## config.mk

```make
export PLATFORM = sky130hd
export DESIGN_NAME = ow_bit_responder
export DESIGN_NICKNAME = d
export VERILOG_FILES = /design/src/rtl/ow_bit_responder.sv
export SDC_FILE = /design/constraint.sdc
export NUM_CORES = 1
export LEC_CHECK = 0
export ABC_CLOCK_PERIOD_IN_PS = 1400
export BUFFER_PORTS_ARGS = -buffer_cell sky130_fd_sc_hd__buf_2
export CAP_MARGIN = 20
export CORE_MARGIN = 3
export CORE_UTILIZATION = 53
export CTS_CLUSTER_DIAMETER = 60
export DETAILED_ROUTE_END_ITERATION = 12
export GPL_TIMING_DRIVEN = 0
export HOLD_SLACK_MARGIN = 0.02
export PLACE_DENSITY = 0.78
export REMOVE_ABC_BUFFERS = 1
export SLEW_MARGIN = 20
export SYNTH_ARGS = -nofsm -noshare
export SYNTH_HDL_FRONTEND = slang
export SYNTH_SLANG_ARGS = --single-unit
```

## constraint.sdc

```tcl
create_clock -name clk -period 1.4 [get_ports clk]
set_input_delay 0.28 -clock clk [delete_from_list [all_inputs] [get_ports clk]]
set_output_delay 0.28 -clock clk [all_outputs]
set_load 0.1 [all_outputs]
```

## src/rtl/ow_bit_responder.sv

```systemverilog
module ow_bit_responder #(
  parameter int CLKS_PER_US = 4
) (
  input  logic clk,
  input  logic rst_n,
  input  logic line_in,
  input  logic tx_mode,
  input  logic tx_bit,
  output logic drive_low,
  output logic rx_bit,
  output logic rx_valid,
  output logic reset_seen
);
  localparam int RST_C  = 480 * CLKS_PER_US;
  localparam int PDLY_C = 30 * CLKS_PER_US;
  localparam int PLEN_C = 60 * CLKS_PER_US;
  localparam int SAMP_C = 30 * CLKS_PER_US;
  localparam int HOLD_C = 30 * CLKS_PER_US;
  localparam int SLOT_C = 60 * CLKS_PER_US;
  localparam int CW = $clog2(PLEN_C + 1);
  localparam int LW = $clog2(RST_C + 1);

  typedef enum logic [2:0] {S_IDLE, S_SLOT, S_RLOW, S_PWAIT, S_PDRV} st_t;

  st_t st;
  logic line_q, slot_tx;
  logic [CW-1:0] cnt;
  logic [LW-1:0] lowcnt;

  wire fall      = line_q & ~line_in & ~drive_low;
  wire slot_done = cnt >= CW'(SLOT_C - 1);
  wire start     = fall && (st == S_IDLE || (st == S_SLOT && slot_done));
  wire rst_hit   = ~line_in && ~drive_low && lowcnt == LW'(RST_C - 1) && st != S_RLOW;

  always_ff @(posedge clk) begin
    if (!rst_n) begin
      st         <= S_IDLE;
      line_q     <= 1'b1;
      slot_tx    <= 1'b0;
      cnt        <= '0;
      lowcnt     <= '0;
      drive_low  <= 1'b0;
      rx_bit     <= 1'b0;
      rx_valid   <= 1'b0;
      reset_seen <= 1'b0;
    end else begin
      line_q     <= line_in;
      rx_valid   <= 1'b0;
      reset_seen <= 1'b0;
      if (line_in || drive_low)      lowcnt <= '0;
      else if (lowcnt != LW'(RST_C)) lowcnt <= lowcnt + LW'(1);
      if (cnt != CW'(PLEN_C)) cnt <= cnt + CW'(1);

      if (rst_hit) begin
        st         <= S_RLOW;
        reset_seen <= 1'b1;
        drive_low  <= 1'b0;
      end else if (start) begin
        st        <= S_SLOT;
        cnt       <= '0;
        slot_tx   <= tx_mode;
        drive_low <= tx_mode & ~tx_bit;
      end else begin
        case (st)
          S_SLOT: begin
            if (!slot_tx && cnt == CW'(SAMP_C - 1)) begin
              rx_bit   <= line_in;
              rx_valid <= 1'b1;
            end
            if (slot_tx && cnt == CW'(HOLD_C - 1)) drive_low <= 1'b0;
            if (slot_done && line_in) st <= S_IDLE;
          end
          S_RLOW: if (line_in) begin
            st  <= S_PWAIT;
            cnt <= '0;
          end
          S_PWAIT: if (cnt == CW'(PDLY_C - 1)) begin
            st        <= S_PDRV;
            cnt       <= '0;
            drive_low <= 1'b1;
          end
          S_PDRV: if (cnt == CW'(PLEN_C - 1)) begin
            st        <= S_IDLE;
            drive_low <= 1'b0;
          end
          default: st <= S_IDLE;
        endcase
      end
    end
  end
endmodule

```

==> results.json, run 1 <==
{
  "internal-power_mw": 1.06,
  "hold_path_end": "slot_tx$_SDFFE_PN0P_",
  "clkSinkCount": 28,
  "hold_path.class": "in -> reg",
  "synth_top_family_by_area": "simple AND/OR/NAND/NOR gates",
  "rr_endpoint": "cnt[5]$_SDFF_PN0_",
  "rows": 18,
  "fin_cells": 215,
  "routed_via_density": 5.95,
  "post_drt_wl_per_cell_um": 15.4,
  "regArea_um2": 584,
  "hold_viol_final": 0,
  "cts_buffers": 3,
  "setup_tns_ns": -0.443,
  "die_w_um": 58.4,
  "antenna_found_initial": 0,
  "timing.critical_path.to_type": "flop",
  "violations": "setup timing",
  "cts_tree": "yes",
  "track_usage": 0.208,
  "grt_pass1_wl_um": 5550,
  "cts_hold_buf": 0,
  "dieHeight_um": 58.4,
  "fmax_mhz": 689,
  "grt-ovfl-total": 0,
  "io_pins": 9,
  "postRouteAntennaNets": 0,
  "drv_cap": 0,
  "dp_cells": 201,
  "drive_gt1_frac": 0.330,
  "worstPathCellList": "ha_4, and4bb_2, and4bb_4, a21oi_4, a211oi_1",
  "synth_compound_area_frac": 0.162,
  "status": "finished with violations",
  "synth_edf_count": 0,
  "peakVddDrop_v": 0.000913,
  "port_buffers": 8,
  "reg2reg_from": "lowcnt[1]$_SDFFE_PP0P_",
  "grt_start_max_net_pins": 16,
  "dieArea_um2": 3410,
  "worstPathArrival_ns": 1.68,
  "area_growth_syn_to_layout_pct": 22.5,
  "pwr-share-seq": 0.584,
  "cts_buffer_depth": 2,
  "yosysSeqAreaShare": 0.385,
  "hpwl_um": 2130,
  "start_kind": "flop",
  "hold_depth": 3,
  "setup_violations": 12,
  "coreArea_um2": 2540,
  "combPwrFrac": 0.135,
  "first_pass_iters": 4,
  "gp_congestion": 0.835,
  "fin_crit_sh": 1.04,
  "cts_root_buf": "clkbuf_4",
  "routed_wl_um": 3310,
  "relSlewSlack": 0.673,
  "crit_type": "reg -> reg",
  "mappedNetlistArea_um2": 1460,
  "muxShareOfSynthArea": 0.0146,
  "worst_pin_slew_ns": 0.494,
  "yosys.area_share.simple": 0.304,
  "total_leakage_power_nw": 0.620,
  "nNetsFinal": 195,
  "drc": 0,
  "drt_iter0_markers": 78,
  "power.switching_uw": 388,
  "ys_types": 45,
  "finalClockSkew_ns": 0.00623,
  "htreeDepth": 1,
  "initial_utilization": 0.572,
  "yosys_warnings": 0,
  "grt_pass1_vias": 1285,
  "min_from": "tx_mode",
  "cp_data_required_time_ns": 1.63,
  "diodes": 0,
  "ys_async_sr_fraction": 0,
  "fillers": 189,
  "clkTransAtPathRegs_ns": 0.15,
  "slowest_delay_ns": 0.38,
  "startpoint": "lowcnt[1]$_SDFFE_PP0P_",
  "sw_frac_of_total": 0.267,
  "ys_seq_elements": 28,
  "clockPowerShare": 0.281,
  "avgSynthCellArea_um2": 8.83,
  "ff2ff_setup_slack_ns": -0.05,
  "rsz0062_at_grt": "true",
  "synthFlopType": "dfxtp_1",
  "synthCells": 165,
  "synthAdderAreaFrac": 0.0344,
  "crit_path_max_fanout": 8,
  "vias": 1280,
  "fin_crit_ns": 1.45,
  "slew_violations": 0,
  "clk_latency_ns": 0.34,
  "reg2reg_depth": 5,
  "multi_input_area_um2": 972,
  "fin_ws_ns": -0.0524,
  "synth-xor-area-share": 0.0722,
  "pwr_density_cell_nw_per_um2": 812,
  "slowest_stage": "dfxtp_4"
}
==> cells in the final DEF, fill, tap and decap left out, drive strengths merged, types with 3 or more instances in the layout <==
cell type | netlist | final
a211oi | 8 | 8
a21oi | 8 | 8
buf | 0 | 18
clkbuf | 2 | 4
dfxtp | 28 | 28
ha | 4 | 4
inv | 8 | 8
nand2 | 14 | 14
nand2b | 4 | 4
nand3 | 9 | 9
nor2 | 17 | 17
nor3 | 9 | 9
o21a | 3 | 3
o21ai | 4 | 4
or3 | 4 | 4
xnor2 | 8 | 8
xor2 | 4 | 4
==> layer usage <==
metal	global-route usage	wire length, um
met5	0	0
met4	0.106	46
met2	0.327	1590
met3	0.0285	70
met1	0.279	1600
==> sequential cells by signal, summed over array words and instances, names as in the netlist <==
name        flops
drive_low       1
rx_bit          1
line_q          1
lowcnt         11
st              3
rx_valid        1
reset_seen      1
cnt             8
slot_tx         1
==> stage by stage <==
stage,utilization,hold WS (ns),power (mW),cell area [um^2],setup slack [ns]
final,0.701,0.181,1.45,1780,-0.0524
after global routing,0.701,0.204,1.51,1780,-0.138
after CTS,0.684,0.168,1.44,1740,-0.0397
after detailed placement,0.600,0.493,1.00,1530,-0.266
after global placement,0.600,0.482,0.998,1530,-0.228
after floorplan,-,0.349,0.965,1450,-0.537
==> cell type report <==
cell class              instances  area share
flip-flops and latches         28       0.327
inverters                       9      0.0189
well taps                      30      0.0210
clock buffers                   4      0.0203
multi-input cells             126       0.545
repair buffers                 18      0.0673
==> worst max path at each step <==
stage | depth (start not counted) | to
3_5_place_dp | 5 | cnt[0]$_SDFF_PN0_
6_report | 5 | cnt[5]$_SDFF_PN0_
4_1_cts | 5 | cnt[5]$_SDFF_PN0_
3_3_place_gp | 5 | cnt[0]$_SDFF_PN0_
5_1_grt | 5 | cnt[7]$_SDFF_PN0_
2_1_floorplan | 4 | cnt[0]$_SDFF_PN0_
==> worst max-delay path: cells and delay by family, from the launching register on <==
family / cells / cell delay (ns)
AO/OA/AOI/OAI: 2 / 0.35
adder cells (fa/ha/maj): 1 / 0.15
AND/OR/NAND/NOR: 2 / 0.45
flip-flops: 1 / 0.38
==> power by group through the flow <==
stage               Clock [mW]  Combinational (mW)  Sequential [mW]
floorplan                    0              0.0920            0.873
CTS                      0.411               0.186            0.844
global route             0.443               0.214            0.849
detailed placement           0               0.147            0.858
finish                   0.407               0.196            0.846
global placement             0               0.142            0.856
==> cells by family after synthesis <==
family | after synthesis
flops | 28
compound gates | 33
simple gates | 75
fa+ha+maj | 4
xor+xnor | 12
mux | 2
buf+inv | 11
==> cell usage after synthesis (2+ instances only) <==
| cell | n | area, um^2 |
|---|---|---|
| nand2b_1 | 4 | 25.0 |
| a21oi_1 | 7 | 35.0 |
| a211oi_1 | 8 | 60.1 |
| inv_1 | 8 | 30.0 |
| dfxtp_1 | 28 | 561 |
| clkbuf_1 | 2 | 7.51 |
| nor2_1 | 17 | 63.8 |
| o21ai_0 | 4 | 20.0 |
| or3_1 | 4 | 25.0 |
| o21a_1 | 3 | 22.5 |
| a31oi_1 | 2 | 12.5 |
| nand2_1 | 14 | 52.6 |
| nor4_1 | 2 | 12.5 |
| nor3_1 | 9 | 45.0 |
| nand3b_1 | 2 | 15.0 |
| nand3_1 | 9 | 45.0 |
| xor2_1 | 4 | 35.0 |
| xnor2_1 | 8 | 70.1 |
| ha_1 | 4 | 50.1 |
==> repair_timing <==
item / in CTS / in global routing
setup endpoints to repair: 19 / 19
hold endpoints to repair: 0 / 0
pin swaps: 8 / 3
setup buffers: 9 / 1
gates resized for setup: 27 / 14
No activity file was read; power rests on OpenSTA's default activity.
==> run 2, diff against run 1 <==
==> constraint.sdc (replaced) <==
create_clock -name clk -period 1.4 [get_ports clk]
set_input_delay 0.28 -clock clk [delete_from_list [all_inputs] [get_ports clk]]
set_output_delay 0.28 -clock clk [all_outputs]
set_load 0.05 [all_outputs]
==> run 2 against run 1 <==
The flow still finishes with violations (setup timing). Global-route usage increased by 0.14 points. Via count up 2.7%. Sequential power is essentially flat. Utilization is 0.88 points higher. Non-clock buffer count unchanged. Sequential cell count unchanged. Worst hold slack lost 0.0067 ns.
==> results.json, run 2 (synthesis results as in run 1) <==
{
  "post_drt_wl_per_cell_um": 15.8,
  "pwr_density_cell_nw_per_um2": 805,
  "crit_type": "reg -> reg",
  "grt_start_max_net_pins": 16,
  "initial_utilization": 0.572,
  "peakVddDrop_v": 0.000901,
  "worstPathArrival_ns": 1.73,
  "timing.critical_path.to_type": "flop",
  "finalInstanceArea_um2": 1810,
  "drt_iter0_markers": 79,
  "clk_latency_ns": 0.34,
  "cts_buffers": 3,
  "hold_path.class": "in -> reg",
  "worst_pin_slew_ns": 0.400,
  "port_buffers": 8,
  "drc": 0,
  "final_util": 0.710,
  "crit_path_max_fanout": 8,
  "place_area_um2": 1530,
  "hold_path_end": "slot_tx$_SDFFE_PN0P_",
  "worstPathCellList": "ha_4, and4bb_2, and4bb_4, a21oi_4, a211oi_1",
  "power.total_mw": 1.45,
  "total_leakage_power_nw": 0.627,
  "fmax_mhz": 669,
  "grt_pass1_vias": 1269,
  "relSlewSlack": 0.732,
  "nNetsFinal": 195,
  "mostFrequentLayoutCells": "nor2_1, nand2_1, dfxtp_1",
  "reg2reg_from": "lowcnt[1]$_SDFFE_PP0P_",
  "min_from": "tx_mode",
  "hold_depth": 3,
  "dieArea_um2": 3410,
  "track_usage": 0.210,
  "diodes": 0,
  "cts_root_buf": "clkbuf_4",
  "largest_reg_flops": 11,
  "pwr-share-seq": 0.582,
  "gp_congestion": 0.835,
  "grt-ovfl-total": 0,
  "cts_buffer_depth": 2,
  "sw_frac_of_total": 0.264,
  "violations": "setup timing",
  "fin_crit_sh": 1.07,
  "cts_tree": "yes",
  "reg2reg_depth": 5,
  "clkSinkCount": 28,
  "drive_gt1_frac": 0.330,
  "area_growth_syn_to_layout_pct": 24.1,
  "antenna_found_initial": 0,
  "internal-power_mw": 1.07,
  "regMostFlops": "lowcnt",
  "cp_data_required_time_ns": 1.63,
  "grt_pass1_wl_um": 5570,
  "setup_tns_ns": -0.832,
  "rsz0062_at_grt": "true",
  "dp_cells": 201,
  "finalClockSkew_ns": 0.00266,
  "top_regs": "lowcnt: 11 flops, cnt: 8 flops, st: 3 flops",
  "vias": 1315,
  "setup_violations": 11,
  "final_common_cell": "nor2_1",
  "htreeDepth": 1,
  "fin_cells": 215,
  "fin_crit_ns": 1.49,
  "first_pass_iters": 4,
  "drv_cap": 0,
  "combPwrFrac": 0.139,
  "hpwl_um": 2130,
  "clkTransAtPathRegs_ns": 0.15,
  "pre_cts_ws_ns": -0.266,
  "slowest_stage": "dfxtp_4",
  "routed_via_density": 6.12,
  "dieHeight_um": 58.4,
  "fillers": 181,
  "io_pins": 9,
  "ff2ff_setup_slack_ns": -0.09,
  "fin_hold_ws_ns": 0.175,
  "routed_wl_um": 3400,
  "slowest_delay_ns": 0.38,
  "fin_ws_ns": -0.0939,
  "clockPowerShare": 0.278,
  "slew_violations": 0,
  "hold_viol_final": 0,
  "power.switching_uw": 384,
  "postRouteAntennaNets": 0,
  "coreArea_um2": 2540,
  "start_kind": "flop",
  "rows": 18,
  "status": "finished with violations",
  "die_w_um": 58.4,
  "cts_hold_buf": 0,
  "rr_endpoint": "cnt[3]$_SDFF_PN0_"
}
[run 2: changes by cell type in the layout (fill, tap and decap cells not counted), moves of 2 or more]
cell and change:
nor3_1 +2, a211oi_1 -5, buf_4 -3, nor3_2 -2, a211oi_2 +5, buf_2 +2
dfxtp_1 +3, dfxtp_2 -3
[run 2: worst max path at each step]
stage | start | endpoint | slack [ns] | depth (start not counted)
after floorplan | drive_low$_SDFFE_PP0P_ | cnt[0]$_SDFF_PN0_ | -0.20 | 4
after global routing | lowcnt[1]$_SDFFE_PP0P_ | cnt[0]$_SDFF_PN0_ | -0.15 | 5
after detailed placement | cnt[1]$_SDFF_PN0_ | cnt[0]$_SDFF_PN0_ | -0.27 | 5
final | lowcnt[1]$_SDFFE_PP0P_ | cnt[3]$_SDFF_PN0_ | -0.09 | 5
after global placement | cnt[0]$_SDFF_PN0_ | cnt[0]$_SDFF_PN0_ | -0.23 | 5
after CTS | lowcnt[1]$_SDFFE_PP0P_ | cnt[5]$_SDFF_PN0_ | -0.04 | 5
[run 2: area by class of cell]
type	instances	area (um^2)	share of cell area
multi-input cells	126	991	0.548
clock buffers	4	36.3	0.0201
inverters	9	33.8	0.0187
flip-flops and latches	28	581	0.321
repair buffers	18	128	0.0706
well taps	30	37.5	0.0208
[run 2: power groups by stage]
stage                     logic, mW  clock network, mW  registers [mW]
after global routing          0.221              0.445           0.849
final                         0.203              0.405           0.847
after floorplan              0.0918                  0           0.863
after CTS                     0.173              0.411           0.844
after detailed placement      0.136                  0           0.858
after global placement        0.131                  0           0.856
[run 2: per-layer routing]
layer / global-route usage / routed length, um / part of all wire
met5: 0 / 0 / 0
met3: 0.0263 / 138 / 0.041
met2: 0.337 / 1670 / 0.49
met4: 0.0927 / 67 / 0.020
met1: 0.281 / 1530 / 0.45
[run 2: critical path, delay by kind of cell (launching register included)]
family                     cells  cell delay [ns]
and+or+nand+nor                2             0.46
DFF                            1             0.38
adders and majority gates      1             0.15
AOI/OAI and AO/OA              2             0.40
[run 2: timing repair]
item | CTS | global route
pin swaps | 7 | 5
setup buffers | 9 | 1
endpoints found under the setup margin | 17 | 19
gates resized for setup | 23 | 16
